File: config.mk
export PLATFORM = sky130hd
export DESIGN_NAME = tdm_port_ctrl
export DESIGN_NICKNAME = d
export VERILOG_FILES = /design/src/rtl/tdm_pkg.sv /design/src/rtl/tdm_slot_counter.sv /design/src/rtl/tdm_regfile.sv /design/src/rtl/tdm_tx_path.sv /design/src/rtl/tdm_rx_path.sv /design/src/rtl/tdm_port_ctrl.sv
export SDC_FILE = /design/constraint.sdc
export NUM_CORES = 1
export LEC_CHECK = 0
export ABC_AREA = 1
export BUFFER_PORTS_ARGS = -buffer_cell sky130_fd_sc_hd__buf_2
export CAP_MARGIN = 10
export CORE_MARGIN = 4
export CORE_UTILIZATION = 49
export DETAILED_ROUTE_END_ITERATION = 7
export PLACE_DENSITY = 0.82
export SYNTH_ARGS = -nofsm -noshare
export SYNTH_HDL_FRONTEND = slang
export SYNTH_SLANG_ARGS = --single-unit
File: constraint.sdc
create_clock -name clk_i -period 2.35 [get_ports clk_i]
set_input_delay 0.47 -clock clk_i [delete_from_list [all_inputs] [get_ports clk_i]]
set_output_delay 0.47 -clock clk_i [all_outputs]
set_load 0.01 [all_outputs]
File: src/rtl/tdm_pkg.sv
package tdm_pkg;
  localparam int SLOT_BITS = 8;
  localparam int NUM_SLOTS = 4;
  localparam int BIT_W     = $clog2(SLOT_BITS);
  localparam int SLOT_W    = $clog2(NUM_SLOTS);
  localparam int SIG_BITS  = 2;
  localparam int REG_AW    = 2;
  localparam int EN_W      = 6;
  localparam int LB_W      = 2;

  localparam logic [REG_AW-1:0] ADDR_CTL = 2'd0;
  localparam logic [REG_AW-1:0] ADDR_EN  = 2'd1;
  localparam logic [REG_AW-1:0] ADDR_LB  = 2'd2;

  // enable register bit positions
  localparam int EN_SIG_TX  = 0;
  localparam int EN_CTL_TX  = 1;
  localparam int EN_PCMA_TX = 2;
  localparam int EN_PCMB_TX = 3;
  localparam int EN_PCMA_RX = 4;
  localparam int EN_PCMB_RX = 5;
  // loopback register bit positions
  localparam int LB_IN2OUT  = 0;
  localparam int LB_OUT2IN  = 1;

  typedef enum logic [SLOT_W-1:0] {
    SLOT_SIG   = 2'd0,
    SLOT_CTL   = 2'd1,
    SLOT_PCM_A = 2'd2,
    SLOT_PCM_B = 2'd3
  } slot_e;
endpackage

File: src/rtl/tdm_slot_counter.sv
module tdm_slot_counter
  import tdm_pkg::*;
(
  input  logic             clk_i,
  input  logic             rst_ni,
  input  logic             frame_start_i,
  output slot_e            slot_o,
  output logic [BIT_W-1:0] bit_o,
  output logic             first_o,
  output logic             last_o
);
  localparam logic [BIT_W-1:0] TOP_BIT = BIT_W'(SLOT_BITS - 1);

  slot_e            slot_q, slot_d;
  logic [BIT_W-1:0] bit_q, bit_d;

  always_comb begin
    slot_o  = frame_start_i ? SLOT_SIG : slot_q;
    bit_o   = frame_start_i ? TOP_BIT : bit_q;
    first_o = (bit_o == TOP_BIT);
    last_o  = (bit_o == '0);
    if (last_o) begin
      bit_d  = TOP_BIT;
      slot_d = slot_e'(slot_o + 1'b1);
    end else begin
      bit_d  = bit_o - 1'b1;
      slot_d = slot_o;
    end
  end

  always_ff @(posedge clk_i or negedge rst_ni) begin
    if (!rst_ni) begin
      slot_q <= SLOT_SIG;
      bit_q  <= TOP_BIT;
    end else begin
      slot_q <= slot_d;
      bit_q  <= bit_d;
    end
  end


  frame_align_chk: assert property (@(posedge clk_i) disable iff (!rst_ni)
    frame_start_i |=> (slot_q == SLOT_SIG && bit_q == TOP_BIT - 1'b1));


  frame_wrap_chk: assert property (@(posedge clk_i) disable iff (!rst_ni)
    (!frame_start_i && slot_q == SLOT_PCM_B && bit_q == '0) |=> (slot_q == SLOT_SIG && bit_q == TOP_BIT));
endmodule

File: src/rtl/tdm_regfile.sv
module tdm_regfile
  import tdm_pkg::*;
(
  input  logic                 clk_i,
  input  logic                 rst_ni,
  input  logic                 we_i,
  input  logic [REG_AW-1:0]    addr_i,
  input  logic [SLOT_BITS-1:0] wdata_i,
  output logic [SLOT_BITS-1:0] rdata_o,
  input  logic                 ctl_cap_i,
  input  logic [SLOT_BITS-1:0] ctl_cap_data_i,
  output logic [SLOT_BITS-1:0] ctl_o,
  output logic [EN_W-1:0]      en_o,
  output logic [LB_W-1:0]      lb_o
);
  always_ff @(posedge clk_i or negedge rst_ni) begin
    if (!rst_ni) begin
      ctl_o <= '0;
      en_o  <= '0;
      lb_o  <= '0;
    end else begin
      // received slot-1 byte takes priority over software
      if (ctl_cap_i)                        ctl_o <= ctl_cap_data_i;
      else if (we_i && addr_i == ADDR_CTL)  ctl_o <= wdata_i;
      if (we_i && addr_i == ADDR_EN)        en_o  <= wdata_i[EN_W-1:0];
      if (we_i && addr_i == ADDR_LB)        lb_o  <= wdata_i[LB_W-1:0];
    end
  end

  always_comb begin
    case (addr_i)
      ADDR_CTL: rdata_o = ctl_o;
      ADDR_EN:  rdata_o = SLOT_BITS'(en_o);
      ADDR_LB:  rdata_o = SLOT_BITS'(lb_o);
      default:  rdata_o = '0;
    endcase
  end


  ctl_cap_wins_chk: assert property (@(posedge clk_i) disable iff (!rst_ni)
    ctl_cap_i |=> (ctl_o == $past(ctl_cap_data_i)));


  en_write_chk: assert property (@(posedge clk_i) disable iff (!rst_ni)
    (we_i && addr_i == ADDR_EN) |=> (en_o == $past(wdata_i[EN_W-1:0])));
endmodule

File: src/rtl/tdm_tx_path.sv
module tdm_tx_path
  import tdm_pkg::*;
(
  input  logic                 clk_i,
  input  logic                 rst_ni,
  input  slot_e                slot_i,
  input  logic [BIT_W-1:0]     bit_i,
  input  logic                 first_i,
  input  logic                 sig_tx_en_i,
  input  logic                 ctl_tx_en_i,
  input  logic                 pcm_a_tx_en_i,
  input  logic                 pcm_b_tx_en_i,
  input  logic                 in2out_i,
  input  logic [SLOT_BITS-1:0] ctl_i,
  input  logic [SIG_BITS-1:0]  sig_tx_i,
  input  logic [SLOT_BITS-1:0] pcm_tx_i,
  input  logic                 rx_pin_i,
  output logic                 gen_data_o,
  output logic                 tx_bit_o,
  output logic                 tx_oe_o
);
  slot_e                pcm_slot;
  logic                 pcm_on, sig_pos, gen_oe, own_en;
  logic [SLOT_BITS-1:0] src, hold_q, cur;

  always_comb begin
    pcm_on   = pcm_a_tx_en_i | pcm_b_tx_en_i;
    pcm_slot = pcm_a_tx_en_i ? SLOT_PCM_A : SLOT_PCM_B;
    sig_pos  = (bit_i < BIT_W'(SIG_BITS));
    src      = '0;
    gen_oe   = 1'b1;
    own_en   = 1'b0;
    case (slot_i)
      SLOT_SIG: begin
        src    = SLOT_BITS'(sig_tx_i);
        gen_oe = sig_pos;
        own_en = sig_tx_en_i & sig_pos;
      end
      SLOT_CTL: begin
        src    = ctl_i;
        gen_oe = ctl_tx_en_i;
        own_en = ctl_tx_en_i;
      end
      default: begin
        src    = (pcm_on && slot_i == pcm_slot) ? pcm_tx_i : '0;
        gen_oe = 1'b1;
        own_en = (slot_i == SLOT_PCM_A) ? pcm_a_tx_en_i : pcm_b_tx_en_i;
      end
    endcase
    // byte is taken live on the first bit, then held
    cur        = first_i ? src : hold_q;
    gen_data_o = cur[bit_i] & gen_oe & ((slot_i != SLOT_SIG) | sig_tx_en_i);
    tx_bit_o   = in2out_i ? rx_pin_i : gen_data_o;
    tx_oe_o    = in2out_i ? own_en : gen_oe;
  end

  always_ff @(posedge clk_i or negedge rst_ni) begin
    if (!rst_ni)      hold_q <= '0;
    else if (first_i) hold_q <= src;
  end


  sig_upper_tri_chk: assert property (@(posedge clk_i) disable iff (!rst_ni)
    (slot_i == SLOT_SIG && bit_i >= BIT_W'(SIG_BITS)) |-> !tx_oe_o);


  ctl_tri_chk: assert property (@(posedge clk_i) disable iff (!rst_ni)
    (slot_i == SLOT_CTL && !ctl_tx_en_i) |-> !tx_oe_o);


  pcm_driven_chk: assert property (@(posedge clk_i) disable iff (!rst_ni)
    (!in2out_i && (slot_i == SLOT_PCM_A || slot_i == SLOT_PCM_B)) |-> tx_oe_o);
endmodule

File: src/rtl/tdm_rx_path.sv
module tdm_rx_path
  import tdm_pkg::*;
(
  input  logic                 clk_i,
  input  logic                 rst_ni,
  input  slot_e                slot_i,
  input  logic                 last_i,
  input  logic                 pcm_a_rx_en_i,
  input  logic                 pcm_b_rx_en_i,
  input  logic                 rx_i,
  output logic [SIG_BITS-1:0]  sig_rx_o,
  output logic                 sig_rx_valid_o,
  output logic [SLOT_BITS-1:0] pcm_rx_o,
  output logic                 pcm_rx_valid_o,
  output logic                 ctl_cap_o,
  output logic [SLOT_BITS-1:0] ctl_cap_data_o
);
  logic [SLOT_BITS-2:0] sr_q;
  logic [SLOT_BITS-1:0] byte_w;
  slot_e                rx_slot;
  logic                 rx_on, sig_done, pcm_done;

  always_comb begin
    byte_w         = {sr_q, rx_i};
    rx_on          = pcm_a_rx_en_i | pcm_b_rx_en_i;
    rx_slot        = pcm_a_rx_en_i ? SLOT_PCM_A : SLOT_PCM_B;
    sig_done       = last_i && slot_i == SLOT_SIG;
    pcm_done       = last_i && rx_on && slot_i == rx_slot;
    ctl_cap_o      = last_i && slot_i == SLOT_CTL;
    ctl_cap_data_o = byte_w;
  end

  always_ff @(posedge clk_i or negedge rst_ni) begin
    if (!rst_ni) begin
      sr_q           <= '0;
      sig_rx_o       <= '0;
      sig_rx_valid_o <= 1'b0;
      pcm_rx_o       <= '0;
      pcm_rx_valid_o <= 1'b0;
    end else begin
      sr_q           <= byte_w[SLOT_BITS-2:0];
      sig_rx_valid_o <= sig_done;
      pcm_rx_valid_o <= pcm_done;
      if (sig_done) sig_rx_o <= byte_w[SIG_BITS-1:0];
      if (pcm_done) pcm_rx_o <= byte_w;
    end
  end


  pcm_valid_pulse_chk: assert property (@(posedge clk_i) disable iff (!rst_ni)
    pcm_rx_valid_o |=> !pcm_rx_valid_o);


  pcm_valid_en_chk: assert property (@(posedge clk_i) disable iff (!rst_ni)
    pcm_rx_valid_o |-> $past(rx_on));


  strobe_excl_chk: assert property (@(posedge clk_i) disable iff (!rst_ni)
    $onehot0({sig_rx_valid_o, pcm_rx_valid_o}));
endmodule

File: src/rtl/tdm_port_ctrl.sv
module tdm_port_ctrl
  import tdm_pkg::*;
(
  input  logic                 clk_i,
  input  logic                 rst_ni,
  input  logic                 frame_start_i,
  input  logic                 rx_bit_i,
  output logic                 tx_bit_o,
  output logic                 tx_oe_o,
  input  logic                 reg_we_i,
  input  logic [REG_AW-1:0]    reg_addr_i,
  input  logic [SLOT_BITS-1:0] reg_wdata_i,
  output logic [SLOT_BITS-1:0] reg_rdata_o,
  input  logic [SIG_BITS-1:0]  sig_tx_i,
  output logic [SIG_BITS-1:0]  sig_rx_o,
  output logic                 sig_rx_valid_o,
  input  logic [SLOT_BITS-1:0] pcm_tx_i,
  output logic [SLOT_BITS-1:0] pcm_rx_o,
  output logic                 pcm_rx_valid_o
);
  slot_e                slot;
  logic [BIT_W-1:0]     bit_pos;
  logic                 first, last;
  logic [SLOT_BITS-1:0] ctl, ctl_cap_data;
  logic [EN_W-1:0]      en;
  logic [LB_W-1:0]      lb;
  logic                 ctl_cap, gen_data, rx_eff;

  tdm_slot_counter u_cnt (
    .clk_i, .rst_ni, .frame_start_i,
    .slot_o(slot), .bit_o(bit_pos), .first_o(first), .last_o(last)
  );

  tdm_regfile u_regs (
    .clk_i, .rst_ni,
    .we_i(reg_we_i), .addr_i(reg_addr_i), .wdata_i(reg_wdata_i), .rdata_o(reg_rdata_o),
    .ctl_cap_i(ctl_cap), .ctl_cap_data_i(ctl_cap_data),
    .ctl_o(ctl), .en_o(en), .lb_o(lb)
  );

  tdm_tx_path u_tx (
    .clk_i, .rst_ni,
    .slot_i(slot), .bit_i(bit_pos), .first_i(first),
    .sig_tx_en_i(en[EN_SIG_TX]), .ctl_tx_en_i(en[EN_CTL_TX]),
    .pcm_a_tx_en_i(en[EN_PCMA_TX]), .pcm_b_tx_en_i(en[EN_PCMB_TX]),
    .in2out_i(lb[LB_IN2OUT]), .ctl_i(ctl), .sig_tx_i, .pcm_tx_i,
    .rx_pin_i(rx_bit_i), .gen_data_o(gen_data), .tx_bit_o, .tx_oe_o
  );

  // out-to-in loopback taps the generated stream, never the pin mux
  assign rx_eff = lb[LB_OUT2IN] ? gen_data : rx_bit_i;

  tdm_rx_path u_rx (
    .clk_i, .rst_ni,
    .slot_i(slot), .last_i(last),
    .pcm_a_rx_en_i(en[EN_PCMA_RX]), .pcm_b_rx_en_i(en[EN_PCMB_RX]),
    .rx_i(rx_eff),
    .sig_rx_o, .sig_rx_valid_o, .pcm_rx_o, .pcm_rx_valid_o,
    .ctl_cap_o(ctl_cap), .ctl_cap_data_o(ctl_cap_data)
  );


  in2out_data_chk: assert property (@(posedge clk_i) disable iff (!rst_ni)
    lb[LB_IN2OUT] |-> (tx_bit_o == rx_bit_i));
endmodule

==> results.md <==
Logic synthesis:
- In the synthesized netlist the async set-or-reset flop fraction comes to 1.00.
- The average footprint of a synthesized cell is 8.57 µm².
- The net count after synthesis is 299.
- In the post-synthesis netlist, the cell with the most instances is nand2_1.
- In this run the cell area of the synthesized design comes to 2320 µm².
- The sequential share of the synthesized area is 0.519.
- By area the synthesized netlist is led by dfrtp_1 (48%), nand2_1 (7.4%), inv_1 (6.5%).
- The largest total area in the synthesized netlist belongs to dfrtp_1.
- The number of synthesis warnings is 0.
- The share of synthesized area in the top cell type comes to 0.485.
- The cell count after synthesis is 271.
- The number of different library cells used by synthesis comes to 27.
- By count the netlist is led by nand2_1 (46), dfrtp_1 (45), inv_1 (40).
- In this run, synthesis inferred 0 flip-flops with an integrated enable.
- Counting flops and latches in the post-synthesis netlist gives 48.
- The main flop type after synthesis is dfrtp_1.

Power:
- The worst voltage drop across the vdd grid is 0.531 mV.
- The part of the total power dissipated in combinational logic is 0.255.
- In this run the power density over the cells is 685 nW/µm².
- The total internal power is 0.00153 W.
- Summed over all cells, the static leakage comes to 1.67 nW.
- The part of the total power dissipated in the clock network is 0.291.
- The sequential share of power is 0.454.
- For this design the total switching power over the nets is 0.000688 W.
- The switching power as a share of total power is 0.310.

Global route:
- Summed over all layers, the global routing overflow is 0.
- The number of antenna violations at the first check in global routing is 0.
- The number of global-route vias before repair is 2372.
- Entering global routing, the biggest net connects 22 pins.
- The global-route usage over all layers is 0.232.
- The wire length of the first global-routing pass is 10.8 mm.

Route:
- The final layout contains routed wiring with a total length of 7.63 mm.
- For this run, design rule violations remaining after detail routing come to 0.
- Once detail routing completed, the nets flagged for antenna violations numbered 0.
- The routed layout has 2380 vias.
- The initial DRC count is 259.
- The first-pass iteration count of the detailed router is 4.
- The detailed-route vias per instance is 5.73.
- The routed length per instance is 18.4 µm.

Clock tree:
- At the later pin of the worst-skew pair, clock insertion delay measures 0.31 ns.
- The number of buffers inserted for hold repair after clock tree synthesis is 0.
- The clock transition at the registers of the reported paths is 0.10 ns.
- The H-tree generated during clock tree synthesis spans 2 levels.
- The clock sink count is 48.
- The clock tree from TritonCTS is yes.
- The master cell of the clock root buffer is clkbuf_8.
- The maximum buffer depth of the clock tree is 2.
- The number of buffers created by CTS is 5.

Job:
- Max-cap violations in this run came to 0.

Finish:
- The number of diodes added for antenna fixing is 0.
- The area overhead of the layout relative to synthesis is 39.5%.
- Counting the fill cells in the layout gives 294.
- The share of the core filled with cells is 0.724.
- Of the cells placed in the final design, the portion with a size suffix greater than 1 is 0.410.
- Once layout is complete, the cells apart from fillers number 415.
- The finished cells cover 3240 µm².
- In the final design database the tool counted 390 nets.

STA:
- Setup violations remaining at the end of the flow were counted as 4.
- Across all hold checks on the routed design, the worst slack comes to 0.0243 ns.
- Setup repair after global routing could not meet its margin everywhere.
- The max-slew violation count is 0.
- The actual transition at the worst max-transition pin is 0.410 ns.
- The worst path setup slack after routing is -0.530 ns.
- The period utilization is 1.23.
- Subtracting the final worst setup slack from the clock period gives 2.88 ns.
- The timing-limited maximum frequency is 347 MHz.
- The setup TNS after final layout is -0.836 ns.
- The worst-case headroom to the max-slew limit is 0.726.
- The worst clock skew on the final layout is 0.0100 ns.
- The final hold violation count came to 0.

Place:
- The HPWL after detailed placement is 4.45 mm.
- The number of buffer cells added on primary ports is 46.
- The global placement routability congestion is 0.859.
- Once placement finished, the instance area stood at 2780 µm².
- The number of placed cells counting well taps is 389.

Floorplan:
- The y dimension of the die is 76.8 µm.
- The die covers 5900 µm².
- The number of cell rows is 24.
- The die span in x is 76.8 µm.
- 47 I/O pins were placed.
- For this configuration, the core starts out at a cell density of 0.519.
- The core region is 4470 µm².

Worst setup path:
- The setup check on the worst reg-to-reg path leaves a slack of -0.23 ns.
- STA classifies the critical path startpoint as a register.
- The class of the most critical setup path is register to output pin.
- The worst setup path is captured at an output pin.
- Walking the worst path, the cells encountered are nor2_2, inv_2, ha_4, inv_2, nor2_4, buf_6, nand2_4, nor2_4, nand2_1, nand3_1, nand2_1, nand2_1, nand3_2, nand3_2, o21ai_2, buf_2.
- Along the worst path, the maximum fanout reaches 5.
- The slowest library cell on the worst path is dfstp_2.
- The worst flop-to-flop path startpoint is u_cnt.bit_q[1].
- The cell repeated most along the worst path is nand2_1.
- The data arrival time of the critical path is 2.41 ns.
- The required time of the critical path is 1.88 ns.
- The critical register-to-register path endpoint is u_tx.hold_q[1].
- The largest single stage delay on the critical path is 0.54 ns.
- Counting cells, the worst reg-to-reg path comes to 19.

Hold path:
- The type of the most critical hold path is input pin to async pin.

Run status:
- The flow ran to the end, but the final reports show violations.
- The final reports fail on setup timing.
-- worst max path at each step --
| stage | start | endpoint | slack (ns) | depth (start not counted) |
|---|---|---|---|---|
| after detailed placement | frame_start_i | tx_bit_o | -0.23 | 16 |
| final | u_cnt.bit_q[1] | tx_bit_o | -0.53 | 16 |
| after CTS | u_cnt.bit_q[0] | tx_bit_o | -0.34 | 16 |
| after floorplan | frame_start_i | tx_bit_o | 0.006 | 14 |
| after global placement | frame_start_i | tx_bit_o | -0.16 | 16 |
| after global routing | u_cnt.bit_q[1] | tx_bit_o | -0.65 | 16 |
-- sequential cells by signal, summed over array words and instances, names as in the netlist --
signal / flops
u_regs.ctl_o: 8
u_tx.hold_q: 8
u_rx.pcm_rx_o: 8
u_rx.sig_rx_valid_o: 1
u_cnt.bit_q: 3
u_regs.lb_o: 2
u_rx.sr_q: 7
u_regs.en_o: 6
u_cnt.slot_q: 2
u_rx.sig_rx_o: 2
u_rx.pcm_rx_valid_o: 1
-- per-layer routing --
layer | share of wire | track usage
met1 | 0.39 | 0.275
met2 | 0.48 | 0.388
met3 | 0.073 | 0.0562
met4 | 0.049 | 0.121
met5 | 0 | 0
-- through the flow --
stage          total power [W]  setup WS [ns]
6_report               0.00222         -0.530
5_1_grt                0.00232         -0.648
3_5_place_dp           0.00141         -0.227
4_1_cts                0.00210         -0.342
2_1_floorplan          0.00123        0.00592
3_3_place_gp           0.00139         -0.161
-- placed cells by master, fill, tap and decap left out, types with 5 or more instances in the layout --
| cell type | synthesis | routed |
|---|---|---|
| nand3_2 | 2 | 5 |
| o221ai_1 | 7 | 7 |
| inv_2 | 2 | 5 |
| dfrtp_1 | 45 | 45 |
| clkbuf_8 | 0 | 6 |
| a21oi_1 | 14 | 7 |
| nand3_1 | 30 | 27 |
| inv_1 | 40 | 36 |
| a21boi_0 | 6 | 6 |
| nand2_2 | 4 | 9 |
| buf_2 | 0 | 46 |
| nor2_2 | 4 | 5 |
| nor2_1 | 23 | 18 |
| o21ai_0 | 18 | 17 |
| buf_4 | 0 | 38 |
| nand2_1 | 46 | 39 |
-- layout make-up --
class                   count  area, µm²  share of cell area
repair buffers             88        569               0.176
multi-input cells         177       1120               0.345
flip-flops and latches     48       1200               0.372
clock inverters             2       38.8              0.0120
inverters                  42        163              0.0502
well taps                  52       65.1              0.0201
clock buffers               6       82.6              0.0255
-- worst max-delay path, delay by kind of cell, from the launching register on --
family	cells	cell delay [ns]
simple gates	10	0.90
flops	1	0.54
compound gates	1	0.06
fa+ha+maj	1	0.14
buf+inv	4	0.45
-- timing repair --
action	in CTS	in global routing
resized for setup	21	29
endpoints found under the hold margin	0	0
pin swaps	8	14
setup endpoints to repair	1	5
setup buffers	14	4
-- power by group through the flow --
stage / logic, W / registers, W / clock network (W)
floorplan: 0.000242 / 0.000988 / 0
global placement: 0.000391 / 0.00100 / 0
detailed placement: 0.000406 / 0.00101 / 0
CTS: 0.000468 / 0.000994 / 0.000641
global route: 0.000615 / 0.00102 / 0.000688
finish: 0.000566 / 0.00101 / 0.000646
-- cells by family after synthesis --
family          synth area share
simple gates               0.247
compound gates             0.135
flops                      0.519
buf+inv                   0.0776
fa+ha+maj                 0.0162
mux                      0.00485
No activity file was read; power rests on OpenSTA's default activity.
